## src/rtl/mc_pkg.sv

```systemverilog
// Shared types for the output/state macrocell.
// Assumes the mode code is formed as {mode_clk_sel, mode_comb}.
package mc_pkg;

    typedef enum logic [1:0] {
        MODE_SUMCLK = 2'b00,
        MODE_COMB   = 2'b01,
        MODE_CE     = 2'b10,
        MODE_BAD    = 2'b11
    } mc_mode_e;

    typedef struct packed {
        logic reg_mode;   // register drives the cell value
        logic ce_mode;    // enable term is a clock enable
        logic edge_mode;  // enable term edge acts as the clock
        logic err;        // invalid code in use
    } mc_ctl_t;

endpackage

```

## src/rtl/mc_mode_decode.sv

```systemverilog
// Decodes the two architecture bits into per-path controls.
// Assumes the invalid code falls back to the combinational path.
module mc_mode_decode
    import mc_pkg::*;
(
    input  logic    mode_clk_sel,
    input  logic    mode_comb,
    output mc_ctl_t ctl
);

    mc_mode_e code;
    assign code = mc_mode_e'({mode_clk_sel, mode_comb});

    // Map each code to its control flags.
    always_comb begin
        ctl = '0;
        case (code)
            MODE_CE:     begin ctl.reg_mode = 1'b1; ctl.ce_mode = 1'b1; end
            MODE_SUMCLK: begin ctl.reg_mode = 1'b1; ctl.edge_mode = 1'b1; end
            MODE_COMB:   ctl = '0;
            MODE_BAD:    ctl.err = 1'b1;
            default:     ctl = '0;
        endcase
    end

endmodule

```

## src/rtl/mc_load_gen.sv

```systemverilog
// Produces the register load strobe from the enable sum term.
// The logic-generated clock is handled as a rising edge of the effective
// enable, sampled on the common clock. Assumes synchronous active-low reset.
module mc_load_gen
    import mc_pkg::*;
(
    input  logic    clk,
    input  logic    rst_n,
    input  mc_ctl_t ctl,
    input  logic    e_sum,
    input  logic    pol_e,
    output logic    load
);

    logic e_eff;
    logic e_prev;

    assign e_eff = e_sum ^ pol_e;

    // Remember the effective enable seen at the previous clock edge.
    always_ff @(posedge clk) begin
        if (!rst_n) e_prev <= 1'b0;
        else        e_prev <= e_eff;
    end

    // Choose the level or the edge of the enable as the load condition.
    always_comb begin
        load = 1'b0;
        if (ctl.ce_mode)        load = e_eff;
        else if (ctl.edge_mode) load = e_eff & ~e_prev;
    end

endmodule

```

## src/rtl/mc_state_reg.sv

```systemverilog
// Macrocell storage bit. The array reset term clears it asynchronously, and
// rst_n clears it synchronously. Priority below those: preload, then load.
module mc_state_reg (
    input  logic clk,
    input  logic rst_n,
    input  logic clr,
    input  logic load,
    input  logic d,
    input  logic pl_en,
    input  logic pl_d,
    output logic q
);

    // Update the stored bit: async clear, sync reset, preload, data load.
    always_ff @(posedge clk or posedge clr) begin
        if (clr)         q <= 1'b0;
        else if (!rst_n) q <= 1'b0;
        else if (pl_en)  q <= pl_d;
        else if (load)   q <= d;
    end

endmodule

```

## src/rtl/mc_out_stage.sv

```systemverilog
// Selects the cell value and drives feedback and, for pin cells, the
// inverting tristate buffer. Buried cells drive no pin.
module mc_out_stage
    import mc_pkg::*;
#(
    parameter bit IS_PIN = 1'b1
) (
    input  mc_ctl_t ctl,
    input  logic    q,
    input  logic    d_eff,
    input  logic    oe_term,
    output logic    pin_o,
    output logic    pin_oe,
    output logic    fb_true,
    output logic    fb_comp
);

    logic cell_val;

    // Pick the register or the combinational data as the cell value.
    always_comb cell_val = ctl.reg_mode ? q : d_eff;

    assign fb_true = cell_val;
    assign fb_comp = ~cell_val;

    generate
        if (IS_PIN) begin : g_pin
            assign pin_o  = ~cell_val;
            assign pin_oe = oe_term;
        end else begin : g_buried
            logic unused_oe;
            assign unused_oe = oe_term;
            assign pin_o  = 1'b0;
            assign pin_oe = 1'b0;
        end
    endgenerate

endmodule

```

## src/rtl/out_state_cell.sv

```systemverilog
// Configurable output or buried-state macrocell.
// Assumes a single common clock. The enable-term clock is edge-detected on clk.
module out_state_cell
    import mc_pkg::*;
#(
    parameter bit IS_PIN = 1'b1
) (
    input  logic clk,
    input  logic rst_n,
    input  logic mode_clk_sel,
    input  logic mode_comb,
    input  logic pol_d,
    input  logic pol_e,
    input  logic d_sum,
    input  logic e_sum,
    input  logic rst_term,
    input  logic oe_term,
    input  logic pl_en,
    input  logic pl_d,
    output logic pin_o,
    output logic pin_oe,
    output logic fb_true,
    output logic fb_comp,
    output logic cfg_err
);

    localparam bit USE_POL = IS_PIN;

    mc_ctl_t ctl;
    logic    load;
    logic    q;
    logic    d_eff;

    assign d_eff   = d_sum ^ (pol_d & USE_POL);
    assign cfg_err = ctl.err;

    mc_mode_decode u_dec (
        .mode_clk_sel (mode_clk_sel),
        .mode_comb    (mode_comb),
        .ctl          (ctl)
    );

    mc_load_gen u_load (
        .clk   (clk),
        .rst_n (rst_n),
        .ctl   (ctl),
        .e_sum (e_sum),
        .pol_e (pol_e),
        .load  (load)
    );

    mc_state_reg u_reg (
        .clk   (clk),
        .rst_n (rst_n),
        .clr   (rst_term),
        .load  (load),
        .d     (d_eff),
        .pl_en (pl_en),
        .pl_d  (pl_d),
        .q     (q)
    );

    mc_out_stage #(.IS_PIN(IS_PIN)) u_out (
        .ctl     (ctl),
        .q       (q),
        .d_eff   (d_eff),
        .oe_term (oe_term),
        .pin_o   (pin_o),
        .pin_oe  (pin_oe),
        .fb_true (fb_true),
        .fb_comp (fb_comp)
    );

endmodule

```

## config.mk

```make
export PLATFORM = sky130hd
export DESIGN_NAME = out_state_cell
export DESIGN_NICKNAME = d
export VERILOG_FILES = /design/src/rtl/mc_pkg.sv /design/src/rtl/mc_mode_decode.sv /design/src/rtl/mc_load_gen.sv /design/src/rtl/mc_state_reg.sv /design/src/rtl/mc_out_stage.sv /design/src/rtl/out_state_cell.sv
export SDC_FILE = /design/constraint.sdc
export NUM_CORES = 1
export LEC_CHECK = 0
export CAP_MARGIN = 20
export CORE_AREA = 2 2 39 41
export CTS_CLUSTER_SIZE = 16
export DETAILED_ROUTE_END_ITERATION = 8
export DIE_AREA = 0 0 41 43
export MAX_ROUTING_LAYER = met4
export PLACE_DENSITY = 0.41
export RECOVER_POWER = 25
export SYNTH_ARGS = -nofsm -noshare
export SYNTH_HDL_FRONTEND = slang
export SYNTH_HIERARCHICAL = 1
export SYNTH_SLANG_ARGS = --single-unit
```

## constraint.sdc

```tcl
create_clock -name clk -period 1.6 [get_ports clk]
set_clock_uncertainty 0.1 [all_clocks]
set_input_delay 0.32 -clock clk [delete_from_list [all_inputs] [get_ports clk]]
set_output_delay 0.32 -clock clk [all_outputs]
set_load 0.02 [all_outputs]
```

### Yosys cells after proc, flatten, opt, wreduce, memory -nomap -nowiden

Index checks and enable logic that the tools add are counted.

| storage, ports and cells | value |
|---|---|
| register bits after elaboration | 2 |
| input bits | 12 |
| output and inout bits | 5 |
| word-level logic and storage cells | 22 |

| operators by class | value |
|---|---|
| equal/unequal tests | 3 |
| muxes and demuxes | 10 |
| bitwise operators | 5 |
| reduce and logical (&&, ||, !) cells | 2 |

Operator list:

| operator | number |
|---|---|
| 2-to-1 mux 1 bit | 10 |
| equality test 2 bit, second input constant | 2 |
| inequality test 3 x 1 -> 1 bit, second input constant | 1 |
| logical NOT 2 bit | 1 |
| inverter 1 bit | 2 |
| OR reduction 2 bit | 1 |
| XOR 1 bit | 2 |
| bitwise AND 1 bit | 1 |

### Longest topological paths before layout

Gate-level depths: netlist of the first run.

| logic depth | value |
|---|---|
| word-level depth | 7 |
| depth in mapped cells | 5 |
| gate-level depth less buffers | 5 |

### Hierarchy

The synthesis of the first run kept the hierarchy.

Modules (own cells, without submodules):

| module | instances | cells each | area an instance (µm²) | seq. area each (µm²) |
|---|---|---|---|---|
| mc_state_reg | 1 | 5 | 56.3 | 25.0 |
| mc_load_gen | 1 | 6 | 50.0 | 20.0 |
| mc_out_stage | 1 | 4 | 40.0 | 0.0 |
| mc_mode_decode | 1 | 4 | 20.0 | 0.0 |
| out_state_cell | 1 | 1 | 8.8 | 0.0 |

### Least setup slack after synthesis of the first run

Ideal clock, no wire load.

| timing | value |
|---|---|
| path kind | input to output |
| start point | input port pol_d |
| end point | output port pin_o |
| data arrival time | 1114 ps |
| data required time | 1180 ps |
| path slack | 66 ps |
| stages | 3 |
| buffers on the path | 1 |
| cell sequence | xor2_1 > mux2i_1 > buf_4 |

| on the way | value |
|---|---|
| cells in the longest elaborated chain, start to end | 3 |

RTL lines:

| item | line | RTL |
|---|---|---|
| start, declared | out_state_cell.sv:12 | `input logic pol_d,` |
| XOR 1 bit | out_state_cell.sv:34 | `assign d_eff = d_sum ^ (pol_d & USE_POL);` |
| 2-to-1 mux 1 bit | mc_out_stage.sv:21 | `always_comb cell_val = ctl.reg_mode ? q : d_eff;` |
| inverter 1 bit | -- |  |
| end, declared | out_state_cell.sv:20 | `output logic pin_o,` |

Every way passes these cells.

### Final worst setup path of the first run

| timing | value |
|---|---|
| start point | input port e_sum |
| end point | register u_reg.q |

| on the way | value |
|---|---|
| cells in the longest elaborated chain, start to end | 5 |

RTL lines:

| item | line | RTL |
|---|---|---|
| start, declared | out_state_cell.sv:15 | `input logic e_sum,` |
| XOR 1 bit * | mc_load_gen.sv:18 | `assign e_eff = e_sum ^ pol_e;` |
| bitwise AND 1 bit | mc_load_gen.sv:30 | `else if (ctl.edge_mode) load = e_eff & ~e_prev;` |
| 2-to-1 mux 1 bit | mc_load_gen.sv:30 |  |
| 2-to-1 mux 1 bit * | mc_load_gen.sv:29 | `if (ctl.ce_mode) load = e_eff;` |
| via load | out_state_cell.sv:30 | `logic load;` |
| inequality test 3 x 1 -> 1 bit (no line) * | -- |  |
| end signal, assigned | mc_state_reg.sv:18 | `else if (pl_en) q <= pl_d;` |
| end, declared | mc_state_reg.sv:11 | `output logic q` |

The timed path passes the listed nets; every way through them passes the cells marked *.
A chain may end at the register's enable or synchronous reset.

==> impl_metrics.py, run 1 <==
metrics = {
    "yosys": {
        "async_reset_ff_share_pct": 50.00,
        "post_synth_most_frequent_cells": "inv_1, buf_4, nand2b_1, nor2b_1",
        "postSynthCellCount": 20,
        "mappedNetlistNets": 32,
        "yosys.area.top_type_share_pct": 14.29,
        "ys_seq_area_share_pct": 25.71,
        "synth.ff_latch_count": 2,
        "synth_cell_types": 15,
        "synthFlopType": "dfxtp_1",
        "post-synth-top-count-cell": "inv_1",
        "top_post_synthesis_cells_by_area": "dfrtp_1, dfxtp_1, buf_4",
        "yosysWarningCount": 6,
        "netlist.top_cell.by_area": "dfrtp_1",
        "synth.avg_cell_area_sq_um": 8.758,
        "mappedNetlistArea_sq_um": 175.2,
        "synth-edff-count": 0,
    },
    "finish": {
        "layout.nets": 51,
        "layout_cells_sized_above_1_pct": 39.47,
        "n_antenna_cell": 0,
        "area_growth_syn_to_layout_pct": 115.7,
        "filler_cell_count": 154,
        "layout.cell_area.non_filler_sq_um": 377.9,
        "finish.utilization_pct": 27.31,
    },
    "detailed_routing": {
        "drt.antenna.violating_nets": 0,
        "post_drt_wl_per_cell_um": 8.130,
        "route.detailed.vias_per_inst": 3.611,
        "detailroute.via_count": 195,
        "route.final.wire_length_um": 439,
        "remaining_drc_errors": 0,
        "drtIter0Drc": 3,
        "drt_pre_antenna_iters": 4,
    },
    "sta": {
        "fmaxAchievable_mhz": 642.3,
        "period_needed_ns": 1.557,
        "min_period_over_period_pct": 97.30,
        "finalSetupViolCount": 0,
        "timing_hold_violations_final": 0,
        "headroom_to_the_max_slew_limit_pct": 86.95,
        "drv_slew": 0,
        "worst_slew_pin_slew_ns": 0.1904,
    },
    "floorplanning": {
        "core_region_area_sq_mm": 0.001384,
        "die_w_um": 41,
        "core.rowCount": 14,
        "floorplan.die.height_um": 43,
        "initial_core_util_pct": 12.66,
        "area_of_the_die_sq_mm": 0.001763,
        "io_pins": 17,
    },
    "global_route": {
        "grt-ovfl-total": 0,
        "grt_max_degree": 4,
        "via_count_of_the_first_global_routing_pass": 167,
        "number_of_antenna_violations_at_the_first_check_in_global_routing": 0,
        "grt_pass1_wl_um": 593,
        "grtUsageTotal_pct": 5.755,
    },
    "worst_setup_path": {
        "critical_path_required_ns": 1.61,
        "critical_path.endpoint_type": "flip-flop",
        "cp_max_fo": 2,
        "setup.worst_path.start_class": "input port",
        "crit_type": "in2reg",
        "worstPathArrival_ns": 1.57,
    },
    "clocking": {
        "htree_levels": 1,
        "cts-buffers-inserted": 3,
        "cts.sink_count": 2,
        "tritoncts": "built",
        "number_of_hold_buffers_added_after_cts": 0,
        "post_cts_buffers": 0,
        "clk_path_buf_depth": 2,
        "worst_skew_pair.late_latency_ns": 0.23,
        "cts.root.buffer_cell": "clkbuf_4",
        "worst_setup_hold_path_clk_slew_ns": 0.03,
    },
    "pwr": {
        "total_power_uw": 277.8,
        "power_per_cell_area_mw_per_mm2": 735.1,
        "power.static_leakage_nw": 0.1820,
        "max-vdd-ir-drop_mv": 0.2568,
    },
    "run": {
        "drv.max_cap_violation_count": 0,
    },
    "hold_path": {
        "min_path_type": "in2async",
    },
    "run_status": {
        "outcome": "finished, final reports clean",
    },
    "place": {
        "hpwlAfterDp_um": 342.9,
        "gp_congestion": 0.5875,
        "placement_cell_area_sq_um": 335.3,
        "buffer_ports.inserted": 14,
    },
}
layer usage:
layer  GRT usage [%]  part of all wire, %  vias up
met2           7.187                   45       15
met5               -                    0        -
met1           5.449                   36       83
li1                -                    -       97
met4           6.000                    0        0
met3           3.665                   19        0
placed cells by master (no fill, tap or decap), types with 2 or more instances in the layout:
master	instances
nor2b_1	2
nand2b_1	2
mux2_4	2
dlygate4sd2_1	3
clkbuf_4	3
clkdlybuf4s50_1	5
inv_1	2
buf_4	4
where the power goes:
part / switching (mW) / internal, mW / total (mW)
Clock: 0.0310 / 0.0927 / 0.124
Combinational: 0.0393 / 0.0583 / 0.0976
Sequential: 0.00187 / 0.0546 / 0.0564
metrics by stage:
| step | hold WS [ns] | cells | setup slack (ns) | TNS, ns |
|---|---|---|---|---|
| 3_3_place_gp | 0.3641 | 50 | -0.5993 | -2.478 |
| 4_1_cts | 0.1212 | 54 | 0.003160 | 0 |
| 2_1_floorplan | -0.05129 | 20 | 0.06617 | 0 |
| 6_report | 0.2651 | 54 | 0.04312 | 0 |
| 3_5_place_dp | 0.3685 | 50 | -0.6383 | -2.582 |
| 5_1_grt | 0.2631 | 54 | -0.01097 | -0.01097 |
cells by family after synthesis:
family / synth area share, %
and+or+nand+nor: 20.00
buffers and inverters: 15.00
muxes: 20.71
xor gates and xnor gates: 10.00
DFF: 25.71
AOI/OAI and AO/OA: 8.569
flip-flops by register name, summed over array words and instances, names as in the netlist:
| register | cells |
|---|---|
| u_load/e_prev | 1 |
| u_reg/q | 1 |
final cells by class:
cell class,count,area (sq um),area share (%)
inverter,3,11.26,2.980
multi-input combinational,13,126.4,33.44
sequential,2,45.04,11.92
clock buffer,4,26.28,6.954
tap,16,20.02,5.298
timing repair buffer,16,148.9,39.40
what timing repair did:
action,CTS,global route
pin swaps,1,3
gates resized for setup,25,4
cloned,0,0
endpoints found under the setup margin,5,4
endpoints found under the hold margin,0,0
critical path: stages:
cell and delay, ns:
clkdlybuf4s50_1 0.45, xnor2_2 0.17, a21oi_2 0.13, mux2_4 0.31
o211a_1 0.20
worst paths after layout:
check / start / to / slack [ns] / depth (start not counted)
worst max-delay path: e_sum / u_reg/q / 0.04 / 5
worst min-delay path: rst_term / u_reg/q / 0.27 / 2
worst max register to register: u_load/e_prev / u_reg/q / 0.31 / 4
worst min register to register: u_reg/q / u_reg/q / 0.57 / 2
max in group asynchronous: rst_term / u_reg/q / 1.05 / 2
min in group clk: oe_term / pin_oe / 0.54 / 0
No activity file was read; power rests on OpenSTA's default activity.
==> run 2: changes to the inputs <==
--- a/config.mk
+++ b/config.mk
@@ -6,12 +6,14 @@
 export NUM_CORES = 1
 export LEC_CHECK = 0
 export CAP_MARGIN = 20
+export CELL_PAD_IN_SITES_DETAIL_PLACEMENT = 0
+export CELL_PAD_IN_SITES_GLOBAL_PLACEMENT = 1
 export CORE_AREA = 2 2 39 41
 export CTS_CLUSTER_SIZE = 16
 export DETAILED_ROUTE_END_ITERATION = 8
 export DIE_AREA = 0 0 41 43
 export MAX_ROUTING_LAYER = met4
-export PLACE_DENSITY = 0.41
+export PLACE_DENSITY = 0.57
 export RECOVER_POWER = 25
 export SYNTH_ARGS = -nofsm -noshare
 export SYNTH_HDL_FRONTEND = slang
==> impl_metrics.py, run 2 (synthesized netlist as in run 1, its figures left out) <==
metrics = {
    "place": {
        "gp_congestion": 0.5286,
        "post-place-ws_ns": -0.6212,
        "placed_cells_incl_taps": 49,
        "buffer_ports.inserted": 14,
    },
    "finish": {
        "stdcell_count": 53,
        "n_antenna_cell": 0,
        "area_growth_syn_to_layout_pct": 105.7,
        "finish.utilization_pct": 26.04,
        "biggestRegsByFlops": "u_load/e_prev: 1 flops, u_reg/q: 1 flops",
        "layout_common_cells": "clkdlybuf4s50_1, clkbuf_4, dlygate4sd2_1",
        "layout_cells_sized_above_1_pct": 37.84,
        "filler_cell_count": 155,
        "layout.nets": 50,
        "mostFrequentLayoutCell": "clkdlybuf4s50_1",
    },
    "floorplanning": {
        "io_pins": 17,
        "die_w_um": 41,
        "core_region_area_sq_mm": 0.001384,
        "floorplan.die.height_um": 43,
        "area_of_the_die_sq_mm": 0.001763,
        "core.rowCount": 14,
        "initial_core_util_pct": 12.66,
    },
    "detailed_routing": {
        "drtIter0Drc": 0,
        "route.detailed.vias_per_inst": 3.528,
        "drt.antenna.violating_nets": 0,
        "post_drt_wl_per_cell_um": 7.547,
        "drt_pre_antenna_iters": 1,
        "detailroute.via_count": 187,
        "route.final.wire_length_um": 400,
        "remaining_drc_errors": 0,
    },
    "clocking": {
        "clk_path_buf_depth": 2,
        "tritoncts": "built",
        "cts.root.buffer_cell": "clkbuf_4",
        "htree_levels": 1,
        "worst_skew_pair.late_latency_ns": 0.23,
        "worst_setup_hold_path_clk_slew_ns": 0.03,
        "post_cts_buffers": 0,
        "cts-buffers-inserted": 3,
        "cts.sink_count": 2,
    },
    "sta": {
        "headroom_to_the_max_slew_limit_pct": 83.28,
        "min_period_over_period_pct": 97.35,
        "grt_setup_unrepaired": "yes",
        "period_needed_ns": 1.558,
        "final_critical_path_setup_slack_ns": 0.04234,
        "timing_hold_violations_final": 0,
        "finalSetupViolCount": 0,
        "fmaxAchievable_mhz": 642.0,
        "drv_slew": 0,
        "worst_slew_pin_slew_ns": 0.2490,
        "worst_hold_slack_ns": 0.2693,
    },
    "pwr": {
        "max-vdd-ir-drop_mv": 0.1842,
        "power.static_leakage_nw": 0.1703,
        "power_per_cell_area_mw_per_mm2": 747.0,
    },
    "worst_setup_path": {
        "regToRegSetupSlack_ns": 0.33,
        "crit_type": "in2out",
        "critical_path.endpoint_type": "output port",
        "setup.worst_path.start_class": "input port",
        "worstPathArrival_ns": 1.14,
        "cp_max_fo": 3,
        "critical_path_required_ns": 1.18,
    },
    "global_route": {
        "grt_pass1_wl_um": 607,
        "via_count_of_the_first_global_routing_pass": 164,
        "grt-ovfl-total": 0,
        "grtUsageTotal_pct": 6.057,
        "grt_max_degree": 4,
        "number_of_antenna_violations_at_the_first_check_in_global_routing": 0,
    },
    "run_status": {
        "outcome": "finished, final reports clean",
    },
    "hold_path": {
        "min_path_type": "in2async",
    },
    "run": {
        "drv.max_cap_violation_count": 0,
    },
}
-- run 2: timing repair --
action                     CTS  global route
setup endpoints to repair    5             2
resized for setup           25             2
hold buffers                 0             0
pin swaps                    1             1
-- run 2: area by class of cell --
cell class | count | area (sq um) | area share, %
Multi-Input combinational cell | 13 | 121.4 | 33.68
Sequential cell | 2 | 45.04 | 12.50
Timing Repair Buffer | 15 | 136.4 | 37.85
Clock buffer | 4 | 26.28 | 7.292
Inverter | 3 | 11.26 | 3.125
Tap cell | 16 | 20.02 | 5.556
-- run 2: worst paths after layout --
check                           to  depth (start not counted)          start
max in group asynchronous  u_reg/q                          2       rst_term
max                        fb_true                          4          pol_d
max reg2reg                u_reg/q                          4  u_load/e_prev
min                        u_reg/q                          2       rst_term
min reg2reg                u_reg/q                          2        u_reg/q
min in group clk            pin_oe                          0        oe_term
-- run 2: per-stage QoR --
step | total power [mW] | cell area, sq um | setup TNS [ns]
2_1_floorplan | 0.1038 | 175.2 | 0
3_3_place_gp | 0.1454 | 327.8 | -2.455
3_5_place_dp | 0.1470 | 327.8 | -2.530
4_1_cts | 0.2777 | 356.6 | 0
5_1_grt | 0.2913 | 360.3 | -0.003491
6_report | 0.2692 | 360.3 | 0
-- run 2: critical path, cell delays in order --
cell	delay [ns]
dlygate4sd2_1	0.25
xor2_2	0.16
mux2_4	0.28
buf_6	0.13
-- run 2: report_power, final --
part | switching (mW) | total (mW) | internal (mW)
registers | 0.00175 | 0.0563 | 0.0545
logic | 0.0371 | 0.0881 | 0.0510
clock network | 0.0319 | 0.125 | 0.0928
-- run 2: metal layers --
layer,up-vias,part of all wire [%],track usage [%],wire [um]
li1,94,-,-,-
met4,0,0,8.000,0
met3,0,19,3.141,74
met1,80,36,5.431,143
met2,13,46,7.500,182
met5,-,0,-,0
==> run 3: changes to the inputs <==
--- a/config.mk
+++ b/config.mk
@@ -5,6 +5,7 @@
 export SDC_FILE = /design/constraint.sdc
 export NUM_CORES = 1
 export LEC_CHECK = 0
+export ABC_CLOCK_PERIOD_IN_PS = 1600
 export CAP_MARGIN = 20
 export CELL_PAD_IN_SITES_DETAIL_PLACEMENT = 0
 export CELL_PAD_IN_SITES_GLOBAL_PLACEMENT = 1
==> results of run 3 <==
Final layout, timing and power as in run 2 (identical DEF).
